$ cat config.mk
export PLATFORM = sky130hd
export DESIGN_NAME = jtag_cfg_loader
export DESIGN_NICKNAME = d
export VERILOG_FILES = /design/src/rtl/jtag_cfg_loader.sv
export SDC_FILE = /design/constraint.sdc
export NUM_CORES = 1
export LEC_CHECK = 0
export BUFFER_PORTS_ARGS = -buffer_cell sky130_fd_sc_hd__buf_4
export CAP_MARGIN = 20
export CORE_ASPECT_RATIO = 1.1
export CORE_MARGIN = 2
export CORE_UTILIZATION = 54
export CTS_CLUSTER_SIZE = 20
export DETAILED_ROUTE_END_ITERATION = 12
export PLACE_DENSITY = 0.76
export SYNTH_ARGS = -nofsm -noshare
export SYNTH_HDL_FRONTEND = slang
export SYNTH_SLANG_ARGS = --single-unit
$ cat constraint.sdc
create_clock -name clk -period 2.4 [get_ports clk]
set_input_delay 0.24 -clock clk [delete_from_list [all_inputs] [get_ports clk]]
set_output_delay 0.24 -clock clk [all_outputs]
set_load 0.1 [all_outputs]
$ cat src/rtl/jtag_cfg_loader.sv
module jtag_cfg_loader #(
  parameter int IR_LEN = 6,
  parameter logic [IR_LEN-1:0] OP_PROG  = 6'h0B,
  parameter logic [IR_LEN-1:0] OP_CFGIN = 6'h05,
  parameter logic [IR_LEN-1:0] OP_START = 6'h0C,
  parameter int POLL_BIT  = 4,
  parameter int POLL_MAX  = 64,
  parameter int DIV       = 4,
  parameter int WORD_W    = 8,
  parameter int RST_TCKS  = 5,
  parameter int TAIL_TCKS = 12
) (
  input  logic              clk,
  input  logic              rst_n,
  input  logic              start,
  input  logic [WORD_W-1:0] s_data,
  input  logic              s_valid,
  input  logic              s_last,
  output logic              s_ready,
  output logic              tck,
  output logic              tms,
  output logic              tdi,
  input  logic              tdo,
  output logic              busy,
  output logic              done,
  output logic              timeout
);
  localparam int SRW  = (IR_LEN > WORD_W) ? IR_LEN : WORD_W;
  localparam int LM1  = (SRW > RST_TCKS) ? SRW : RST_TCKS;
  localparam int LMAX = (LM1 > TAIL_TCKS) ? LM1 : TAIL_TCKS;
  localparam int CW   = $clog2(LMAX + 1);
  localparam int PW   = $clog2(POLL_MAX + 1);
  localparam int DW   = $clog2(DIV + 1);

  typedef enum logic [3:0] {
    PH_IDLE, PH_NEXT, PH_RST, PH_WALK, PH_SHIR, PH_SHDR, PH_TAIL, PH_DONE, PH_TOUT
  } phase_t;

  phase_t            phase;
  logic [4:0]        pc;
  logic [CW-1:0]     left;
  logic [SRW-1:0]    sr;
  logic [3:0]        wbits;
  logic [IR_LEN-1:0] cap;
  logic              capf, lastw, fresh;
  logic [PW-1:0]     polls;
  logic [DW-1:0]     dcnt;

  wire tck_ph    = phase inside {PH_RST, PH_WALK, PH_SHIR, PH_SHDR, PH_TAIL};
  wire term      = dcnt == DW'(DIV - 1);
  wire edge_now  = tck_ph && (fresh || (tck && term));
  wire need_word = phase == PH_SHDR && left == '0 && !lastw;
  wire stall     = need_word && !s_valid;
  wire pres      = edge_now && !stall;
  wire rise      = tck_ph && !fresh && !tck && term;

  assign s_ready = edge_now && need_word;
  assign busy    = !(phase inside {PH_IDLE, PH_DONE, PH_TOUT});

  always_ff @(posedge clk or negedge rst_n) begin
    if (!rst_n) begin
      dcnt <= '0;
      tck  <= 1'b0;
    end else if (!tck_ph || fresh) begin
      dcnt <= '0;
    end else if (term) begin
      if (!(tck && stall)) begin
        dcnt <= '0;
        tck  <= ~tck;
      end
    end else begin
      dcnt <= dcnt + DW'(1);
    end
  end

  always_ff @(posedge clk or negedge rst_n) begin
    if (!rst_n) begin
      phase <= PH_IDLE; pc <= '0; left <= '0; sr <= '0; wbits <= '0;
      cap <= '0; capf <= 1'b0; lastw <= 1'b0; fresh <= 1'b0; polls <= '0;
      tms <= 1'b1; tdi <= 1'b0; done <= 1'b0; timeout <= 1'b0;
    end else begin
      if (rise && capf) cap <= {tdo, cap[IR_LEN-1:1]};
      case (phase)
        PH_IDLE, PH_DONE, PH_TOUT: begin
          if (start) begin
            phase <= PH_NEXT; pc <= '0; polls <= '0;
            done <= 1'b0; timeout <= 1'b0;
          end
        end
        PH_NEXT: begin
          fresh <= 1'b1;
          pc    <= pc + 5'd1;
          case (pc)
            5'd0, 5'd12: begin phase <= PH_RST; left <= CW'(RST_TCKS); end
            5'd1, 5'd13: begin phase <= PH_WALK; wbits <= 4'b0000; left <= CW'(1); end
            5'd2, 5'd5, 5'd14: begin phase <= PH_WALK; wbits <= 4'b0011; left <= CW'(4); end
            5'd4, 5'd7, 5'd11, 5'd16: begin phase <= PH_WALK; wbits <= 4'b0001; left <= CW'(2); end
            5'd9: begin phase <= PH_WALK; wbits <= 4'b0001; left <= CW'(3); end
            5'd3: begin phase <= PH_SHIR; sr <= SRW'(OP_PROG); left <= CW'(IR_LEN); end
            5'd6: begin phase <= PH_SHIR; sr <= SRW'(OP_CFGIN); left <= CW'(IR_LEN); end
            5'd15: begin phase <= PH_SHIR; sr <= SRW'(OP_START); left <= CW'(IR_LEN); end
            5'd8: begin
              if (!cap[POLL_BIT]) begin
                if (polls == PW'(POLL_MAX - 1)) begin
                  phase <= PH_TOUT; timeout <= 1'b1;
                end else begin
                  polls <= polls + PW'(1); pc <= 5'd5;
                end
              end
            end
            5'd10: begin phase <= PH_SHDR; left <= '0; lastw <= 1'b0; end
            5'd17: begin phase <= PH_TAIL; left <= CW'(TAIL_TCKS); end
            default: begin phase <= PH_DONE; done <= 1'b1; end
          endcase
        end
        default: begin
          if (pres) begin
            fresh <= 1'b0;
            capf  <= 1'b0;
            if (need_word) begin
              tdi   <= s_data[0];
              sr    <= SRW'(s_data >> 1);
              left  <= CW'(WORD_W - 1);
              lastw <= s_last;
              tms   <= s_last && (WORD_W == 1);
            end else if (left == '0) begin
              phase <= PH_NEXT;
            end else begin
              left <= left - CW'(1);
              case (phase)
                PH_WALK: begin tms <= wbits[0]; wbits <= wbits >> 1; end
                PH_SHIR: begin tdi <= sr[0]; sr <= sr >> 1; tms <= left == CW'(1); capf <= 1'b1; end
                PH_SHDR: begin tdi <= sr[0]; sr <= sr >> 1; tms <= lastw && left == CW'(1); end
                PH_TAIL: tms <= 1'b0;
                default: begin tms <= 1'b1; tdi <= 1'b0; end
              endcase
            end
          end
        end
      endcase
    end
  end
endmodule

==> run_summary.xml <==
<?xml version="1.0" encoding="UTF-8"?>
<metrics>
  <group name="outcome">
    <metric name="run_status" unit="">finished, final reports clean</metric>
  </group>
  <group name="placed_design">
    <metric name="dpl-instance-area" unit="um2">3110</metric>
    <metric name="port-buffer-count" unit="">20</metric>
    <metric name="dpl.cell_count" unit="">381</metric>
    <metric name="hpwlAfterDp" unit="um">4580</metric>
    <metric name="gpl.final_weighted_congestion" unit="">0.852</metric>
  </group>
  <group name="cells_and_area">
    <metric name="n_antenna_cell" unit="">0</metric>
    <metric name="n_fill_cell" unit="">401</metric>
    <metric name="finalInstanceArea" unit="um2">3250</metric>
    <metric name="sequential_cell_area" unit="um2">1060</metric>
    <metric name="multi_input_comb_area" unit="um2">1630</metric>
    <metric name="finalNonFillerCells" unit="">392</metric>
    <metric name="layout-area-overhead-vs-synth" unit="%">17.4</metric>
    <metric name="design.final.nets" unit="">356</metric>
    <metric name="layout-drive-gt1-share" unit="%">24.6</metric>
  </group>
  <group name="global_route">
    <metric name="maximum_number_of_pins_on_one_net_before_global_route_repair" unit="">43</metric>
    <metric name="grt_pass1_vias" unit="">2344</metric>
    <metric name="antenna_found_initial" unit="">0</metric>
    <metric name="grt_overflow_total" unit="">0</metric>
    <metric name="wire_length_of_the_first_global_routing_pass" unit="um">10800</metric>
    <metric name="groute.usage.overall" unit="%">23.7</metric>
  </group>
  <group name="floorplan">
    <metric name="die_width" unit="um">72.2</metric>
    <metric name="floorplan.die_area" unit="um2">5710</metric>
    <metric name="fp.coreArea" unit="um2">4970</metric>
    <metric name="start_util" unit="%">55.7</metric>
    <metric name="die-height" unit="um">79.0</metric>
    <metric name="std_cell_rows" unit="">27</metric>
    <metric name="io_pins" unit="">21</metric>
  </group>
  <group name="yosys">
    <metric name="synth_top_family_by_area" unit="">compound AO/OA/AOI/OAI gates</metric>
    <metric name="post-synth-top-count-cell" unit="">sky130_fd_sc_hd__dfrtp_1</metric>
    <metric name="syn-num-nets" unit="">319</metric>
    <metric name="synthesis.area" unit="um2">2760</metric>
    <metric name="synthXorXnorAreaFrac" unit="%">0.951</metric>
    <metric name="compound_gate_fraction_of_synth_area" unit="%">23.9</metric>
    <metric name="yosysTopAreaCell" unit="">sky130_fd_sc_hd__dfrtp_1</metric>
    <metric name="yosys-mux-area-fraction" unit="%">7.06</metric>
    <metric name="synth_enable_flop_cells" unit="">0</metric>
    <metric name="post_synth_and_or_nand_nor_area_fraction" unit="%">22.0</metric>
    <metric name="dominantRegCellSynth" unit="">sky130_fd_sc_hd__dfrtp_1</metric>
    <metric name="synth.yosys.seq_area_share" unit="%">38.1</metric>
    <metric name="synth_top_cells_by_area" unit="">sky130_fd_sc_hd__dfrtp_1 37%, sky130_fd_sc_hd__mux2_2 4.9%, sky130_fd_sc_hd__ha_1 4.1%, sky130_fd_sc_hd__o21ai_0 3.4%, sky130_fd_sc_hd__nand2_1 3.4%</metric>
    <metric name="post_synth.cell_area_avg" unit="um2">9.34</metric>
    <metric name="post_synth_inst_count" unit="">296</metric>
    <metric name="synth_area_in_adders" unit="%">4.07</metric>
    <metric name="fraction_of_post_synthesis_cell_area_in_the_top_cell_type_by_area" unit="%">37.1</metric>
    <metric name="ys_async_sr_fraction" unit="%">100</metric>
    <metric name="netlist_top_cells_count" unit="">41 x sky130_fd_sc_hd__dfrtp_1, 25 x sky130_fd_sc_hd__nand2_1, 19 x sky130_fd_sc_hd__o21ai_0, 18 x sky130_fd_sc_hd__nor2_1, 13 x sky130_fd_sc_hd__inv_1</metric>
    <metric name="synth_seq_cells" unit="">42</metric>
    <metric name="yosys_warnings" unit="">0</metric>
    <metric name="yosysUniqueCellTypes" unit="">67</metric>
  </group>
  <group name="critical_path">
    <metric name="setup.worst_path.end_class" unit="">output pin</metric>
    <metric name="critPathKind" unit="">reg2out</metric>
    <metric name="startpoint_type" unit="">register</metric>
    <metric name="worstReg2RegStart" unit="">left[1]</metric>
    <metric name="rr_worst_depth" unit="">8</metric>
    <metric name="crit_fanout" unit="">5</metric>
    <metric name="crit_arrival" unit="ns">2.07</metric>
    <metric name="crit_required" unit="ns">2.16</metric>
    <metric name="r2r-end" unit="">sr[0]</metric>
    <metric name="reg2reg_setup_slack" unit="ns">0.14</metric>
  </group>
  <group name="sta">
    <metric name="period_needed" unit="ns">2.31</metric>
    <metric name="setup-violations-final" unit="">0</metric>
    <metric name="worst-slew-pin-transition" unit="ns">0.631</metric>
    <metric name="maxSlewViolCount" unit="">0</metric>
    <metric name="slew_headroom" unit="%">57.9</metric>
    <metric name="grt_setup_unrepaired" unit="">false</metric>
    <metric name="hold_viol_final" unit="">0</metric>
    <metric name="hold-worst-slack" unit="ns">0.178</metric>
    <metric name="max_clock_skew" unit="ns">0.00673</metric>
    <metric name="layout_worst_path_cycle_share" unit="%">96.4</metric>
    <metric name="max_clock_freq" unit="GHz">0.432</metric>
  </group>
  <group name="detailed_routing">
    <metric name="post_dr_wirelength_cell" unit="um">15.9</metric>
    <metric name="detail_route.vias_per_cell" unit="">6.13</metric>
    <metric name="finalWirelength" unit="um">6250</metric>
    <metric name="detail_route.first_pass.iterations" unit="">4</metric>
    <metric name="drt_drc_violations_left" unit="">0</metric>
    <metric name="vias" unit="">2401</metric>
    <metric name="detailedRoute.firstIterationViolations" unit="">162</metric>
    <metric name="ant_nets" unit="">0</metric>
  </group>
  <group name="job">
    <metric name="drv_cap" unit="">0</metric>
  </group>
  <group name="cts">
    <metric name="tritoncts.num_buffers" unit="">5</metric>
    <metric name="cts_max_path_buffers" unit="">2</metric>
    <metric name="numClockSinks" unit="">42</metric>
    <metric name="clkSlewWorstSetupHoldPaths" unit="ns">0.08</metric>
    <metric name="cts_root_buffer" unit="">sky130_fd_sc_hd__clkbuf_8</metric>
    <metric name="htree_levels" unit="">2</metric>
    <metric name="tritoncts_clock_tree" unit="">yes</metric>
    <metric name="clock_latency" unit="ns">0.30</metric>
  </group>
  <group name="min_path">
    <metric name="hold_path_depth" unit="">2</metric>
    <metric name="worstHoldEndpoint" unit="">cap[5]</metric>
    <metric name="hold_path.startpoint" unit="">tdo</metric>
    <metric name="timing.hold.worst.class" unit="">in2reg</metric>
  </group>
  <group name="power_and_ir_drop">
    <metric name="post-layout-total-power" unit="mW">1.22</metric>
    <metric name="max-vdd-ir-drop" unit="V">0.000265</metric>
    <metric name="power_per_cell_area" unit="nW/um2">374</metric>
    <metric name="cellLeakagePower" unit="nW">1.39</metric>
  </group>
</metrics>
==> placed cells by master (no fill, tap or decap), drive strengths merged, types with 7 or more instances in the layout <==
master,instances
a21oi,12
buf,43
dfrtp,41
ha,9
inv,13
mux2,12
nand2,25
nand2b,9
nor2,19
nor2b,7
nor3,7
o21ai,20
o31ai,7
or3,8
==> registers in the layout (all words and copies together), names as in the netlist <==
register / count
timeout: 1
wbits: 2
dcnt: 3
done: 1
lastw: 1
fresh: 1
phase: 4
left: 4
capf: 1
cap: 2
sr: 7
pc: 5
tms: 1
tck: 1
tdi: 1
polls: 7
==> power by group <==
group          leakage (nW)  switching [mW]  internal, mW
registers             0.504         0.00506         0.712
clock network        0.0450           0.246         0.202
logic                 0.839          0.0297        0.0200
==> per-layer routing <==
layer | share of wire, % | GRT usage, % | vias to the layer above
li1 | - | - | 1178
met1 | 45 | 29.8 | 1171
met2 | 50 | 41.2 | 46
met3 | 4.0 | 4.19 | 6
met4 | 1.0 | 7.17 | 0
met5 | 0 | 0 | -
==> what timing repair did <==
item,CTS,global route
gates resized for setup,3,5
hold buffers,1,0
endpoints found under the hold margin,41,0
pin swaps,0,4
setup buffers,0,2
setup endpoints to repair,3,10
==> worst max-delay path: stages (launching register included) <==
cell	delay, ns
sky130_fd_sc_hd__dfrtp_1	0.40
sky130_fd_sc_hd__inv_2	0.08
sky130_fd_sc_hd__ha_1	0.17
sky130_fd_sc_hd__or3b_4	0.39
sky130_fd_sc_hd__or3_4	0.43
sky130_fd_sc_hd__nor2_4	0.12
sky130_fd_sc_hd__buf_12	0.18
==> kinds of logic (layout without fill, tap and decap cells) <==
kind of cell    after synthesis  count (layout)
compound gates               89              89
buf+inv                      27              65
mux                          18              18
xor+xnor                      3               3
flops                        42              42
fa+ha+maj                     9               9
simple gates                108             108
==> stage by stage <==
stage / worst slack [ns] / TNS (ns) / util, %
floorplan: 0.0697 / 0 / -
global placement: 0.0878 / 0 / 62.6
detailed placement: -0.0450 / -0.0698 / 62.6
CTS: 0.0174 / 0 / 64.7
global route: 0.00602 / 0 / 65.4
finish: 0.0862 / 0 / 65.4
==> how the worst max path moves through the flow <==
stage              from        to
6_report        left[1]   s_ready
5_1_grt        phase[1]  polls[3]
4_1_cts         left[1]   s_ready
3_5_place_dp    left[1]  phase[0]
3_3_place_gp    left[1]  phase[0]
2_1_floorplan       tck     sr[0]
==> cell type report <==
cell class              instances  share of cell area [%]
clock buffers                   6                    2.24
inverters                      13                    1.50
multi-input cells             227                    50.2
repair buffers                 44                    11.0
well taps                      58                    2.24
flip-flops and latches         42                    32.5
clock inverters                 2                   0.308
Note: power is estimated with default switching activity, not from simulation.
